[config.mk]
export PLATFORM = sky130hd
export DESIGN_NAME = bytesram_memctl
export DESIGN_NICKNAME = d
export VERILOG_FILES = /design/src/rtl/memctl_pkg.sv /design/src/rtl/memctl_decode.sv /design/src/rtl/memctl_fsm.sv /design/src/rtl/memctl_xbus.sv /design/src/rtl/bytesram_memctl.sv
export SDC_FILE = /design/constraint.sdc
export NUM_CORES = 1
export LEC_CHECK = 0
export ABC_AREA = 1
export BUFFER_PORTS_ARGS = -buffer_cell sky130_fd_sc_hd__buf_2
export CAP_MARGIN = 20
export CORE_MARGIN = 3
export CORE_UTILIZATION = 40
export DETAILED_ROUTE_END_ITERATION = 8
export PLACE_DENSITY_LB_ADDON = 0.12
export SYNTH_ARGS = -nofsm -noshare
export SYNTH_HDL_FRONTEND = slang
export SYNTH_SLANG_ARGS = --single-unit
[constraint.sdc]
create_clock -name clk -period 2.2 [get_ports clk]
set_clock_uncertainty 0.15 [all_clocks]
set_input_delay 0.33 -clock clk [delete_from_list [all_inputs] [get_ports clk]]
set_output_delay 0.33 -clock clk [all_outputs]
set_load 0.01 [all_outputs]
[src/rtl/memctl_pkg.sv]
package memctl_pkg;
  localparam int ADDR_W = 16;
  localparam int DATA_W = 16;
  localparam int BYTE_W = 8;
  localparam int RAM_AW = 15;
  localparam int PAGE_W = ADDR_W - BYTE_W;

  // one-hot so every strobe is a single-flop decode
  typedef enum logic [5:0] {
    ST_IDLE = 6'b000001,
    ST_IO   = 6'b000010,
    ST_RD   = 6'b000100,
    ST_W12  = 6'b001000,
    ST_W34  = 6'b010000,
    ST_W56  = 6'b100000
  } mc_state_e;

  typedef struct packed {
    logic              io;
    logic              write;
    logic              word;
    logic [ADDR_W-1:0] addr;
    logic [DATA_W-1:0] wdata;
  } mc_txn_t;
endpackage

[src/rtl/memctl_decode.sv]
module memctl_decode
  import memctl_pkg::*;
#(
  parameter logic [PAGE_W-1:0] IO_PAGE = '1
) (
  input  logic [ADDR_W-1:0] addr,
  input  logic              write,
  input  logic              word,
  input  logic [DATA_W-1:0] wdata,
  output mc_txn_t           txn
);
  always_comb begin
    txn.io    = (addr[ADDR_W-1 -: PAGE_W] == IO_PAGE);
    txn.write = write;
    txn.word  = word;
    txn.addr  = addr;
    txn.wdata = wdata;
  end
endmodule

[src/rtl/memctl_fsm.sv]
module memctl_fsm
  import memctl_pkg::*;
(
  input  logic      clk,
  input  logic      rst_n,
  input  logic      req_valid,
  input  mc_txn_t   nxt,
  input  logic      io_ack,
  output mc_state_e state,
  output mc_txn_t   cur,
  output logic      rdy,
  output logic      accept
);
  mc_state_e state_d;

  always_comb begin
    unique case (state)
      ST_IO:   rdy = io_ack;
      ST_RD:   rdy = 1'b1;
      ST_W34:  rdy = ~cur.word;
      ST_W56:  rdy = 1'b1;
      default: rdy = 1'b0;
    endcase
  end

  assign accept = req_valid & ((state == ST_IDLE) | rdy);

  always_comb begin
    state_d = state;
    if (accept) begin
      if (nxt.io)         state_d = ST_IO;
      else if (nxt.write) state_d = ST_W12;
      else                state_d = ST_RD;
    end else if ((state == ST_IDLE) || rdy) begin
      state_d = ST_IDLE;
    end else begin
      unique case (state)
        ST_W12:  state_d = ST_W34;
        ST_W34:  state_d = ST_W56;
        default: state_d = state;
      endcase
    end
  end

  always_ff @(posedge clk or negedge rst_n) begin
    if (!rst_n) begin
      state <= ST_IDLE;
      cur   <= '0;
    end else begin
      state <= state_d;
      if (accept) cur <= nxt;
    end
  end
endmodule

[src/rtl/memctl_xbus.sv]
module memctl_xbus
  import memctl_pkg::*;
(
  input  logic              clk,
  input  logic              rst_n,
  input  mc_state_e         state,
  input  mc_txn_t           cur,
  input  logic [BYTE_W-1:0] x_din,
  output logic [RAM_AW-1:0] x_addr,
  output logic [BYTE_W-1:0] x_dout,
  output logic              x_dout_en,
  output logic              x_we_n,
  output logic              x_oe_n,
  output logic [DATA_W-1:0] rd_data
);
  logic              p_tgl, n_tgl, half2;
  logic              n_w12, n_w56;
  logic              a0;
  logic [BYTE_W-1:0] hi_cap;

  // half2 is 0 while clk is high and 1 while clk is low, built only from flops
  always_ff @(posedge clk or negedge rst_n) begin
    if (!rst_n) p_tgl <= 1'b0;
    else        p_tgl <= ~p_tgl;
  end

  always_ff @(negedge clk or negedge rst_n) begin
    if (!rst_n) begin
      n_tgl  <= 1'b0;
      n_w12  <= 1'b0;
      n_w56  <= 1'b0;
      hi_cap <= '0;
    end else begin
      n_tgl <= p_tgl;
      n_w12 <= (state == ST_W12);
      n_w56 <= (state == ST_W56);
      if (state == ST_RD) hi_cap <= x_din;
    end
  end

  assign half2 = (p_tgl == n_tgl);

  always_comb begin
    unique case (state)
      ST_RD:   a0 = half2;
      ST_W12:  a0 = cur.word ? 1'b1 : cur.addr[0];
      ST_W34:  a0 = cur.word ? ~half2 : cur.addr[0];
      ST_W56:  a0 = 1'b0;
      default: a0 = cur.addr[0];
    endcase
  end

  assign x_addr    = {cur.addr[RAM_AW-1:1], a0};
  assign x_dout    = (cur.word && !a0) ? cur.wdata[DATA_W-1:BYTE_W] : cur.wdata[BYTE_W-1:0];
  assign x_dout_en = (state == ST_W12) | (state == ST_W34) | (state == ST_W56);
  assign x_oe_n    = ~(state == ST_RD);
  // W2: low half of W12; W5: high half of W56
  assign x_we_n    = ~(((state == ST_W12) & n_w12) | ((state == ST_W56) & ~n_w56));

  always_ff @(posedge clk or negedge rst_n) begin
    if (!rst_n) begin
      rd_data <= '0;
    end else if (state == ST_RD) begin
      if (cur.word)         rd_data <= {hi_cap, x_din};
      else if (cur.addr[0]) rd_data <= {{BYTE_W{1'b0}}, x_din};
      else                  rd_data <= {{BYTE_W{1'b0}}, hi_cap};
    end
  end
endmodule

[src/rtl/bytesram_memctl.sv]
module bytesram_memctl
  import memctl_pkg::*;
#(
  parameter logic [PAGE_W-1:0] IO_PAGE = '1
) (
  input  logic              clk,
  input  logic              rst_n,
  input  logic              req_valid,
  input  logic [ADDR_W-1:0] req_addr,
  input  logic              req_write,
  input  logic              req_word,
  input  logic [DATA_W-1:0] req_wdata,
  output logic              txn_rdy,
  output logic [DATA_W-1:0] rd_data,
  output logic              io_sel,
  output logic [BYTE_W-1:0] io_addr,
  output logic              io_rd_lo,
  output logic              io_rd_hi,
  output logic              io_wr_lo,
  output logic              io_wr_hi,
  input  logic              io_ack,
  output logic [RAM_AW-1:0] x_addr,
  output logic [BYTE_W-1:0] x_dout,
  output logic              x_dout_en,
  input  logic [BYTE_W-1:0] x_din,
  output logic              x_we_n,
  output logic              x_oe_n
);
  mc_txn_t   nxt, cur;
  mc_state_e state;
  logic      accept;

  memctl_decode #(.IO_PAGE(IO_PAGE)) u_dec (
    .addr(req_addr), .write(req_write), .word(req_word), .wdata(req_wdata), .txn(nxt)
  );

  memctl_fsm u_fsm (
    .clk(clk), .rst_n(rst_n), .req_valid(req_valid), .nxt(nxt), .io_ack(io_ack),
    .state(state), .cur(cur), .rdy(txn_rdy), .accept(accept)
  );

  memctl_xbus u_xbus (
    .clk(clk), .rst_n(rst_n), .state(state), .cur(cur), .x_din(x_din),
    .x_addr(x_addr), .x_dout(x_dout), .x_dout_en(x_dout_en),
    .x_we_n(x_we_n), .x_oe_n(x_oe_n), .rd_data(rd_data)
  );

  assign io_sel   = (state == ST_IO);
  assign io_addr  = cur.addr[BYTE_W-1:0];
  assign io_wr_lo = io_sel & cur.write;
  assign io_wr_hi = io_sel & cur.write & cur.word;
  assign io_rd_lo = io_sel & ~cur.write;
  assign io_rd_hi = io_sel & ~cur.write & cur.word;
endmodule

==> results.ini <==
[sta]
finalSetupViolations=21
hold_viol_final=0
hold_ws_ps=70.1
rsz0062_at_grt=yes
slew_headroom_pct=67.5
finalMaxSlewViolations=0
worst_pin_slew_ps=487
finalWorstSetupSlack_ps=-1050
setup_tns_ps=-12160

[synthesis]
synth-compound-area-share_pct=3.60
synth_nets=449
synth-adder-area-share_pct=0
syn_inst=403
synth-xor-area-share_pct=0
synth-seq-cells=67
synthArstFlopShare_pct=100
yosys.cell_types.count=24
ys.flop_type=dfrtp_1
synth_mux_area_share_pct=0
yosysSeqAreaShare_pct=49.2
synthSimpleGateAreaFrac_pct=35.8
syn_area_um2=3410
syn_avg_cell_area_um2=8.45
synth_top_family_by_area=simple AND/OR/NAND/NOR gates
ys_warn_count=0
synth_enable_flop_cells=0

[floorplanning]
io_pins=102
rows=33
coreArea_um2=8260
initial_utilization_pct=41.3
dieHeight_um=98.3
fp.dieArea_um2=9660
die_width_um=98.3

[power]
p_sw_mw=2.84
p_int_mw=3.90
p_seq_share_pct=31.9
combPwrFrac_pct=52.5
power_density_nw_per_um2=1470
power.share.clock_pct=15.5
swShare_pct=42.1
ir_drop_uv=943
leakage_nw=2.47

[clocking]
clk-insertion-delay-late_ps=340
cts-root-buf=clkbuf_8
numCtsBuffers=9
clockBufferDepth=2
clk_pin_slew_ps=70
clock_sinks=67
tritoncts=yes
ctsHtreeMaxLevel=3

[hold_path]
hold_class=in -> reg

[final_layout]
antenna_cells=0
fill_cells=800
area_growth_pct=35.0
finalInstanceArea_um2=4600
ff_latch_area_um2=1680
nets=573
multi_input_area_um2=1470
finalCoreUtilization_pct=55.7
layout-drive-gt1-share_pct=45.9
finalNonFillerCells=637

[status]
status=finished, violations left
violations=negative setup slack

[run]
maxCapViolCount=0

[worst_setup_path]
critPathKind=reg -> out
crit_path_max_fanout=6
end_kind=output port
worstPathArrival_ps=2770
required_ps=1720
cp-start-kind=flop

[drt]
wl_um=8500
wl_per_cell_um=13.3
dr.first_iter.drc_count=103
via_per_inst=4.78
drtAntennaViolNets=0
drc=0
num_vias=3042
first_pass_iters=4

[global_routing]
grt_pass1_wl_um=14400
antenna_found_initial=0
grt_use_total_pct=18.4
grt_pass1_vias=3117
grt_start_max_net_pins=40
gr-total-overflow=0

[placed_design]
dpl.hpwl_um=6120
port_buffers=101
placed_cells=606
gp_congestion=0.820
place_area_um2=4070

## critical path, stage by stage (launching register included)
cell	delay (ps)
dfrtn_1	400
inv_1	40
nand2_1	60
nand2_1	70
nand3_2	80
nand2_2	60
nor2_4	170
buf_6	150
nand4_1	100
nand2_2	100
buf_6	100
## logic make-up after synthesis
logic type	Yosys count
buffers and inverters	62
DFF	67
AOI/OAI and AO/OA	22
and+or+nand+nor	252
## cells in the mapped netlist (4+ instances only)
library cell / instances / area share [%]
buf_2: 8 / 1.2
a31oi_1: 8 / 1.5
nand2_1: 159 / 18
inv_1: 17 / 1.9
nand3_1: 27 / 4.0
dfrtn_1: 11 / 8.1
nand3_2: 21 / 6.2
nor2_1: 21 / 2.3
clkbuf_1: 4 / 0.44
nand4_1: 13 / 2.4
buf_4: 25 / 5.5
dfrtp_1: 55 / 40
inv_2: 5 / 0.55
o21ai_0: 11 / 1.6
## timing repair
action	4_1_cts	5_1_grt
hold endpoints to repair	4	0
pin swaps	11	10
gates cloned	1	1
gates resized for setup	36	24
hold buffers	1	0
setup buffers	7	5
setup endpoints to repair	22	32
## layer usage
| layer | vias up | track usage, % | wire (µm) |
|---|---|---|---|
| li1 | 1523 | - | - |
| met4 | 0 | 7.04 | 112 |
| met1 | 1432 | 23.6 | 3890 |
| met3 | 10 | 4.86 | 393 |
| met2 | 77 | 29.8 | 4100 |
| met5 | - | 0 | 0 |
## cell type report
type                            instances  area share (%)
Multi-Input combinational cell        274            31.9
Clock inverter                          6            1.39
Timing Repair inverter                  1          0.0816
Sequential cell                        67            36.5
Inverter                               22            2.01
Clock buffer                           10            2.99
Tap cell                              105            2.86
Timing Repair Buffer                  152            22.3
## power groups by stage
stage	clock, mW	sequential, mW	combinational, mW
2_1_floorplan	0	2.15	2.26
3_3_place_gp	0	2.16	3.04
3_5_place_dp	0	2.16	3.10
4_1_cts	1.07	2.15	3.41
5_1_grt	1.13	2.23	3.94
6_report	1.05	2.15	3.54
## sequential cells by signal, summed over array words and instances, names as in the netlist
name and count:
u_xbus.n_w56 1, u_xbus.p_tgl 1, u_xbus.n_w12 1, u_xbus.n_tgl 1, u_fsm.state 6, u_xbus.hi_cap 8, u_fsm.cur 33, u_xbus.rd_data 16
## cells in the final DEF (no fill, tap or decap)
cell type      Yosys  routed
nand2_1          159     134
inv_4              0       1
inv_1             17      13
buf_2              8      94
buf_12             3       3
a21oi_1            2       2
dfrtp_2            0       1
bufinv_16          0       1
nor2_1            21      17
nand3_2           21      25
nand3_1           27      23
nand4_1           13      13
inv_2              5       8
o21ai_0           11      10
clkbuf_8           0      10
buf_4             25      33
clkinvlp_4         0       2
dlygate4sd3_1      0       1
a31oi_1            8       8
nand3_4            2       2
dfrtp_1           55      54
nand2_2            1      24
clkinv_2           0       2
dfrtn_1           11      11
o21ai_1            0       1
a21boi_0           1       1
nor2_2             2       4
nand2_4            0       2
nor2_4             3       5
nand4_4            1       1
dfstp_2            1       1
buf_6              0      21
nor3_2             0       2
inv_8              0       1
inv_6              0       1
## final timing paths
check / startpoint / endpoint / slack [ps] / depth (start not counted)
max: u_xbus.n_tgl$_DFF_NN0_ / x_dout[4] / -1050 / 10
min: req_addr[6] / u_fsm.cur[22]$_DFFE_PN0P_ / 70 / 3
max reg2reg: u_fsm.state[1]$_DFFE_PN0P_ / u_xbus.hi_cap[1]$_DFFE_NN0P_ / -300 / 6
min reg2reg: u_xbus.hi_cap[6]$_DFFE_NN0P_ / u_xbus.hi_cap[6]$_DFFE_NN0P_ / 310 / 2
max in group asynchronous: rst_n / u_xbus.n_tgl$_DFF_NN0_ / 210 / 2
min in group asynchronous: rst_n / u_xbus.rd_data[5]$_DFFE_PN0P_ / 330 / 2
## metrics by stage
stage          total power, mW  setup WS [ps]
3_3_place_gp              5.20           -679
2_1_floorplan             4.41           -503
5_1_grt                   7.30          -1170
3_5_place_dp              5.25           -726
6_report                  6.74          -1050
4_1_cts                   6.63          -1070
No activity file was read; power rests on OpenSTA's default activity.
